## config.mk

```make
export PLATFORM = sky130hd
export DESIGN_NAME = sdac_serial_front
export DESIGN_NICKNAME = d
export VERILOG_FILES = /design/src/rtl/sdac_pkg.sv /design/src/rtl/sdac_pin_sync.sv /design/src/rtl/sdac_frame_shifter.sv /design/src/rtl/sdac_reg_bank.sv /design/src/rtl/sdac_serial_front.sv
export SDC_FILE = /design/constraint.sdc
export NUM_CORES = 1
export LEC_CHECK = 0
export BUFFER_PORTS_ARGS = -buffer_cell sky130_fd_sc_hd__buf_2
export CAP_MARGIN = 20
export CELL_PAD_IN_SITES_DETAIL_PLACEMENT = 0
export CELL_PAD_IN_SITES_GLOBAL_PLACEMENT = 1
export CORE_MARGIN = 2
export CORE_UTILIZATION = 40
export CTS_BUF_LIST = sky130_fd_sc_hd__clkbuf_4 sky130_fd_sc_hd__clkbuf_8
export DETAILED_ROUTE_END_ITERATION = 12
export GPL_TIMING_DRIVEN = 0
export PLACE_DENSITY_LB_ADDON = 0.1
export SYNTH_ARGS = -nofsm -noshare
export SYNTH_HDL_FRONTEND = slang
export SYNTH_HIERARCHICAL = 1
export SYNTH_SLANG_ARGS = --single-unit
```

## constraint.sdc

```tcl
create_clock -name clk -period 2.1 [get_ports clk]
set_clock_uncertainty 0.1 [all_clocks]
set_input_delay 0.42 -clock clk [delete_from_list [all_inputs] [get_ports clk]]
set_output_delay 0.42 -clock clk [all_outputs]
set_load 0.01 [all_outputs]
```

## src/rtl/sdac_pkg.sv

```systemverilog
package sdac_pkg;

    localparam int FRAME_W  = 16;
    localparam int CODE_W   = 10;
    localparam int SEL_BIT  = 15;
    localparam int CODE_LSB = 2;
    localparam int CNT_W    = $clog2(FRAME_W + 1);
    localparam int N_CH     = 2;

    typedef logic [FRAME_W-1:0] frame_t;
    typedef logic [CODE_W-1:0]  code_t;
    typedef logic [CNT_W-1:0]   bitcnt_t;

    typedef enum logic {
        CH_A = 1'b0,
        CH_B = 1'b1
    } chan_e;

    typedef struct packed {
        chan_e ch;
        code_t code;
    } load_t;

    // Pin bundle order used by the synchronizer
    typedef struct packed {
        logic sclk;
        logic sync_n;
        logic din;
        logic ldac_n;
    } pins_t;

    localparam pins_t PINS_IDLE = '{sclk: 1'b0, sync_n: 1'b1, din: 1'b0, ldac_n: 1'b1};

    function automatic load_t decode_frame(input frame_t w);
        load_t r;
        r.ch   = chan_e'(w[SEL_BIT]);
        r.code = w[CODE_LSB +: CODE_W];
        return r;
    endfunction

endpackage

```

## src/rtl/sdac_pin_sync.sv

```systemverilog
module sdac_pin_sync #(
    parameter int            W        = 4,
    parameter int            N_STAGES = 2,
    parameter logic [W-1:0]  RST_VAL  = '0
) (
    input  logic         clk,
    input  logic         rst,
    input  logic [W-1:0] d_i,
    output logic [W-1:0] q_o,
    output logic [W-1:0] rise_o,
    output logic [W-1:0] fall_o
);

    logic [W-1:0] stg [N_STAGES];
    logic [W-1:0] prev_q;

    generate
        for (genvar s = 0; s < N_STAGES; s++) begin : g_stage
            if (s == 0) begin : g_first
                always_ff @(posedge clk) begin
                    if (rst) stg[s] <= RST_VAL;
                    else     stg[s] <= d_i;
                end
            end else begin : g_next
                always_ff @(posedge clk) begin
                    if (rst) stg[s] <= RST_VAL;
                    else     stg[s] <= stg[s-1];
                end
            end
        end
    endgenerate

    always_ff @(posedge clk) begin
        if (rst) prev_q <= RST_VAL;
        else     prev_q <= stg[N_STAGES-1];
    end

    assign q_o    = stg[N_STAGES-1];
    assign rise_o = stg[N_STAGES-1] & ~prev_q;
    assign fall_o = ~stg[N_STAGES-1] & prev_q;

endmodule

```

## src/rtl/sdac_frame_shifter.sv

```systemverilog
module sdac_frame_shifter
    import sdac_pkg::*;
(
    input  logic    clk,
    input  logic    rst,
    input  logic    chain_en_i,
    input  logic    sclk_rise_i,
    input  logic    sclk_fall_i,
    input  logic    sync_n_i,
    input  logic    sync_rise_i,
    input  logic    sync_fall_i,
    input  logic    din_i,
    output logic    shift_o,
    output logic    commit_o,
    output frame_t  word_o,
    output bitcnt_t cnt_o,
    output logic    sdo_o
);

    localparam bitcnt_t FULL = bitcnt_t'(FRAME_W);
    localparam bitcnt_t LAST = bitcnt_t'(FRAME_W - 1);

    frame_t  sr_q, sr_next;
    bitcnt_t cnt_q;
    logic    sdo_q;
    logic    gate_open;

    always_comb begin
        gate_open = chain_en_i || (cnt_q < FULL);
        shift_o   = sclk_rise_i && !sync_n_i && gate_open;
        sr_next   = {sr_q[FRAME_W-2:0], din_i};
        commit_o  = 1'b0;
        word_o    = sr_q;
        if (chain_en_i) begin
            // chain: word is the last sixteen bits, taken at frame end
            if (sync_rise_i && cnt_q == FULL) commit_o = 1'b1;
        end else begin
            // single device: word taken on its sixteenth bit
            if (shift_o && cnt_q == LAST) begin
                commit_o = 1'b1;
                word_o   = sr_next;
            end
        end
    end

    always_ff @(posedge clk) begin
        if (rst) begin
            sr_q  <= '0;
            cnt_q <= '0;
            sdo_q <= 1'b0;
        end else begin
            if (sync_fall_i) begin
                cnt_q <= '0;
            end else if (shift_o && cnt_q < FULL) begin
                cnt_q <= cnt_q + 1'b1;
            end
            if (shift_o) sr_q <= sr_next;
            if (!chain_en_i)      sdo_q <= 1'b0;
            else if (sclk_fall_i) sdo_q <= sr_q[FRAME_W-1];
        end
    end

    assign cnt_o = cnt_q;
    assign sdo_o = sdo_q;

endmodule

```

## src/rtl/sdac_reg_bank.sv

```systemverilog
module sdac_reg_bank
    import sdac_pkg::*;
(
    input  logic   clk,
    input  logic   rst,
    input  logic   commit_i,
    input  frame_t word_i,
    input  logic   ldac_act_i,
    output logic   wr_a_o,
    output logic   wr_b_o,
    output code_t  dac_a_o,
    output code_t  dac_b_o
);

    load_t      ld;
    logic       wr    [N_CH];
    code_t      hold_q[N_CH];
    code_t      out_q [N_CH];

    assign ld = decode_frame(word_i);

    generate
        for (genvar c = 0; c < N_CH; c++) begin : g_ch
            assign wr[c] = commit_i && (ld.ch == chan_e'(c));

            always_ff @(posedge clk) begin
                if (rst) begin
                    hold_q[c] <= '0;
                    out_q[c]  <= '0;
                end else begin
                    if (wr[c])      hold_q[c] <= ld.code;
                    if (ldac_act_i) out_q[c]  <= hold_q[c];
                end
            end
        end
    endgenerate

    assign wr_a_o  = wr[0];
    assign wr_b_o  = wr[1];
    assign dac_a_o = out_q[0];
    assign dac_b_o = out_q[1];

endmodule

```

## src/rtl/sdac_serial_front.sv

```systemverilog
module sdac_serial_front
    import sdac_pkg::*;
#(
    parameter int SYNC_STAGES = 2
) (
    input  logic              clk,
    input  logic              rst,
    input  logic              sclk_i,
    input  logic              sync_n_i,
    input  logic              din_i,
    input  logic              ldac_n_i,
    input  logic              chain_en_i,
    output logic              sdo_o,
    output logic [CODE_W-1:0] dac_a_o,
    output logic [CODE_W-1:0] dac_b_o
);

    pins_t   pin_raw, pin_q, pin_rise, pin_fall;
    logic    shift, commit, wr_a, wr_b, ldac_act;
    frame_t  word;
    bitcnt_t cnt;

    assign pin_raw = '{sclk: sclk_i, sync_n: sync_n_i, din: din_i, ldac_n: ldac_n_i};

    sdac_pin_sync #(
        .W        ($bits(pins_t)),
        .N_STAGES (SYNC_STAGES),
        .RST_VAL  (PINS_IDLE)
    ) u_sync (
        .clk    (clk),
        .rst    (rst),
        .d_i    (pin_raw),
        .q_o    (pin_q),
        .rise_o (pin_rise),
        .fall_o (pin_fall)
    );

    assign ldac_act = !pin_q.ldac_n;

    sdac_frame_shifter u_shift (
        .clk         (clk),
        .rst         (rst),
        .chain_en_i  (chain_en_i),
        .sclk_rise_i (pin_rise.sclk),
        .sclk_fall_i (pin_fall.sclk),
        .sync_n_i    (pin_q.sync_n),
        .sync_rise_i (pin_rise.sync_n),
        .sync_fall_i (pin_fall.sync_n),
        .din_i       (pin_q.din),
        .shift_o     (shift),
        .commit_o    (commit),
        .word_o      (word),
        .cnt_o       (cnt),
        .sdo_o       (sdo_o)
    );

    sdac_reg_bank u_regs (
        .clk        (clk),
        .rst        (rst),
        .commit_i   (commit),
        .word_i     (word),
        .ldac_act_i (ldac_act),
        .wr_a_o     (wr_a),
        .wr_b_o     (wr_b),
        .dac_a_o    (dac_a_o),
        .dac_b_o    (dac_b_o)
    );

endmodule

```

Yosys cells after proc, flatten, opt, wreduce, memory -nomap -nowiden
Memory sizes are Yosys's and may differ from the RTL's.
Index checks and enable logic that the tools add are counted.
{"block": "classes", "bitwise_logic": 12, "n_div": 0, "eq_ne": 2, "n_mul": 0, "n_shift": 0, "add_sub_neg": 1, "reduce_logical": 11, "n_mux": 23, "n_lt_le_gt_ge": 1}
{"op": "two-way mux 10 bit", "count": 4}
{"op": "two-way mux 16 bit", "count": 2}
{"op": "two-way mux 1 bit", "count": 15}
{"op": "bitwise AND 4 bit", "count": 2}
{"op": "two-way mux 4 bit", "count": 2}
{"op": "NOT 4 bit", "count": 2}
{"op": "logical AND 1 bit", "count": 7}
{"op": "bitwise OR 1 bit", "count": 6}
{"op": "adder 5 x 1 -> 5 bit, second input constant", "count": 1}
{"op": "equality test 5 x 4 -> 1 bit, second input constant", "count": 1}
{"op": "equality test 5 bit, second input constant", "count": 1}
{"op": "< comparator 5 bit, second input constant", "count": 1}
{"op": "OR reduction 2 bit", "count": 2}
{"op": "NOT 1 bit", "count": 2}
{"op": "zero test 1 bit", "count": 1}
{"op": "logical OR 1 bit", "count": 1}
{"block": "totals", "n_memories": 3, "output_inout_bits": 21, "rom_bits": 0, "ramBits": 48, "elab_cells": 57, "latchBits": 0, "input_bits": 7, "ff_bits": 26}
{"memory": "u_regs.hold_q", "words": 2, "word_bits": 10, "rd": 2, "rd_ports_with_merged_regs": 0, "write_ports": 2, "line": "sdac_reg_bank.sv:17", "rtl": "code_t hold_q[N_CH];"}
{"memory": "u_regs.out_q", "words": 2, "word_bits": 10, "rd": 2, "rd_ports_with_merged_regs": 0, "write_ports": 2, "line": "sdac_reg_bank.sv:18", "rtl": "code_t out_q [N_CH];"}
{"memory": "u_sync.stg", "words": 2, "word_bits": 4, "rd": 2, "rd_ports_with_merged_regs": 0, "write_ports": 2, "line": "sdac_pin_sync.sv:14", "rtl": "logic [W-1:0] stg [N_STAGES];"}

Longest topological paths before layout
{"block": "depth", "ltp_word": 13, "depth_mapped": 8, "depth_no_buf": 7}

Modules after synthesis
The synthesis kept the hierarchy.
{"mod": "sdac_reg_bank", "cells_per_inst": 91, "n_inst": 1, "seq_area_each_um2": 1201.2, "area_each_um2": 1595.3}
{"mod": "sdac_frame_shifter", "cells_per_inst": 127, "n_inst": 1, "seq_area_each_um2": 440.4, "area_each_um2": 1191.1}
{"mod": "sdac_pin_sync", "cells_per_inst": 33, "n_inst": 1, "seq_area_each_um2": 240.2, "area_each_um2": 379.1}
{"mod": "sdac_serial_front", "cells_per_inst": 1, "n_inst": 1, "seq_area_each_um2": 0.0, "area_each_um2": 3.8}

Least setup slack after synthesis
No wires, ideal clock.
{"block": "synth_timing", "path_kind": "flip-flop to flip-flop", "start": "register u_shift.cnt_q[0], in the netlist u_shift/cnt_o[0]", "end": "memory u_regs/hold_q[1][0] in the netlist's numbering, enable pin", "path_buffers": 0, "synth_period_minus_slack_ns": 2.269, "stages_incl_launch_ff": 8, "t_arrival_ns": 1.876, "setup_slack_ns": -0.169, "cell_sequence": "dfxtp_1 ha_1 and3_1 ha_1 nand3b_4 mux2_2 and2_1 or2_1"}
{"element": "start, declared", "line": "sdac_frame_shifter.sv:24", "rtl": "bitcnt_t cnt_q;"}
{"element": "start signal, assigned", "line": "sdac_frame_shifter.sv:55", "rtl": "cnt_q <= cnt_q + 1'b1;"}
{"element": "end, declared", "line": "sdac_reg_bank.sv:17"}

==> results.md <==
* Run status: complete, no violations
* Clock power frac at 0.389
* Die area at between 8000 and 9000 um2
* Via count at about 1,800
* Largest net degree at the start of global routing at 21
* Placed inst area at 3294 um2
* Synth Instances at roughly 240
* CP max stage cell: dfxtp_2
* DP Cell Count at 364
* Final period util at 0.9756
* Tot Pwr at 2.715 mW
* Sequential share of power at 0.570
* Initial antenna violation count at 0
* Top delay family on crit path: simple AND/OR/NAND/NOR gates
* Routed len/inst at 12.28 um
* CTS Sinks at 72
* Mapped Avg Cell Area at about 13 um2
* Worst path cell trace: ha_4, and3_4, ha_4, nand3b_4, mux2_4, and2_4, or2_4
* Clock Latency Late Sink at 0.35 ns
* Cells on Worst Hold Path at 2
* Hold Path End: u_sync/stg[0][0]
* Die width at between 90 and 100 um
* Net count, final at 293
* Most frequent cell on the critical path: ha_4
* Slew Viols, Final at 0
* Inserted Diodes at 0
* Worst flop-to-flop path endpoint: u_regs/hold_q[1][2]
* Initial Utilization at 0.4142
* Total CTS buffers at 9
* IO Pins at 28
* Design Area, Final at 3586 um2
* Drt pass-1 iters at 4
* Vias per cell at 4.602
* # H-tree levels at 3
* Die height at between 90 and 100 um
* Crit. End Element: flip-flop
* Internal power at 2.139 mW
* Vias in the first global route at around 1,700
* DRC violation count after routing at 0
* Routed Antenna Nets at 0
* RSZ-0062 raised after global routing: no
* Crit start category: flip-flop
* Peak Freq at 488.1 MHz
* All-Layer GR Usage at 0.1283
* Clock root buffer: clkbuf_8
* Tightest Pin Transition at between 0.4 and 0.5 ns
* Clock Path Buffers at 2
* Final hold vios at 0
* Grt ovf at 0
* Area growth syn-to-layout at 18.72%
* Relative slew slack at 0.6814
* Number of setup violations in the final report at 0
* Netlist Area Pre-Place at 3020 um2
* IO Port Bufs at 27
* Gpl congestion at just over 0.7
* Power density over the cells at 757.3 nW/um2
* Peak supply drop at 0.4002 mV
* Crit Reg-Reg Startpoint: u_shift/cnt_o[1]
* CORE AREA at roughly 7300 um2
* Worst Hold Launch: ldac_n_i
* Final std cells w/o fill at 387
* Iter 0 DRT Violations at 65
* Switch share at 0.2123
* Kind of critical path: reg2reg
* Combinational power share at 0.041
* Hpwl dp at ~3.2 mm
* Largest stage delay on the critical path at approximately 0.35 ns
* Critical Path AT at 2.05 ns
* Yosys warns at 6
* Row count at 31
* WP data required at 2.10 ns
* R2R setup slack at 0.05 ns
* Worst min path class: in2reg
* Minimum clock period at 2.049 ns
* Leakage power at 1.430 nW
* Max-cap viol count at 0
* Critical Path Fanout Max at 5
* Post-Route WL at 4.751 mm
* Share of cells above drive strength 1 at 0.3611
* First-pass GRT wire length at approximately 8.1 mm
* Clk slew on worst S/H paths at 0.08 ns
* CTS tree: built
* Syn Nets at 248
* NetSw at 0.5766 mW
* R2R depth at 7
* Critical path buffers and inverters at 0
==> cell usage in the layout (no fill, tap or decap), types with 4 or more instances in the layout <==
cell type,count
and2_1,11
mux2_2,4
and2_4,21
clkbuf_1,5
edfxtp_1,40
a21oi_1,16
buf_4,6
buf_6,4
or2_1,5
buf_2,29
o21ai_0,17
mux2_4,7
clkbuf_8,9
nand3_1,16
inv_1,4
dfxtp_1,29
nor2b_1,9
and3_1,10
==> routing by layer <==
metal / global-route usage / share of wire
met1: 0.1484 / 0.46
met2: 0.2090 / 0.49
met3: 0.04508 / 0.037
met4: 0.06818 / 0.017
met5: 0 / 0
==> power groups by stage <==
stage | logic (mW) | registers, mW | clock network, mW
floorplan | 0.0509 | 1.59 | 0
global placement | 0.107 | 1.58 | 0
detailed placement | 0.107 | 1.58 | 0
CTS | 0.111 | 1.55 | 1.09
global route | 0.122 | 1.55 | 1.15
finish | 0.110 | 1.55 | 1.06
==> what timing repair did <==
action,CTS,global route
gates resized for setup,4,7
buffers inserted,5,1
endpoints found under the setup margin,40,40
pin swaps,1,1
hold buffers,0,0
gates cloned,1,0
==> registers in the layout (all words and copies together) (netlist names) <==
signal,flops
u_regs/hold_q,20
u_regs/out_q,20
u_shift/sr_q,16
u_sync/stg,8
u_shift/cnt_o,5
u_sync/prev_q,2
u_shift/sdo_o,1
==> worst reg2reg max path, delay by kind of cell, from the launching register on <==
kind / cells / cell delay [ns]
muxes: 1 / 0.34
adders and majority gates: 2 / 0.32
and+or+nand+nor: 4 / 0.72
DFF: 1 / 0.35
==> worst max-delay path by stage <==
stage | slack [ns] | endpoint | from | cells past startpoint
final | 0.05 | u_regs/hold_q[1][2] | u_shift/cnt_o[1] | 7
after global routing | 0.01 | u_regs/hold_q[0][1] | u_shift/cnt_o[0] | 9
after CTS | 0.008 | u_regs/hold_q[1][2] | u_shift/cnt_o[1] | 7
after detailed placement | -0.20 | u_regs/hold_q[1][7] | u_sync/stg[1][3] | 6
after global placement | -0.19 | u_regs/hold_q[0][7] | u_sync/stg[1][3] | 7
after floorplan | 0.007 | u_regs/hold_q[1][0] | u_shift/cnt_o[1] | 7
==> layout make-up <==
class | count | area, um2
clock inverter | 6 | 58.81
buffer | 13 | 82.58
fill | 688 | 3706
sequential | 72 | 1846
tap | 99 | 123.9
clock buffer | 10 | 131.4
timing repair buffer | 33 | 180.2
inverter | 4 | 15.01
multi-input combinational | 150 | 1149
==> per-stage QoR <==
stage	util	setup TNS, ns	hold slack, ns	setup slack [ns]
after floorplan	-	0	0.2832	0.006543
after global placement	0.4518	-7.087	0.2876	-0.1936
after detailed placement	0.4518	-7.226	0.2893	-0.1960
after CTS	0.4854	0	0.1288	0.007866
after global routing	0.4918	0	0.1260	0.009791
final	0.4918	0	0.1456	0.05131
Note: power is estimated with default switching activity, not from simulation.
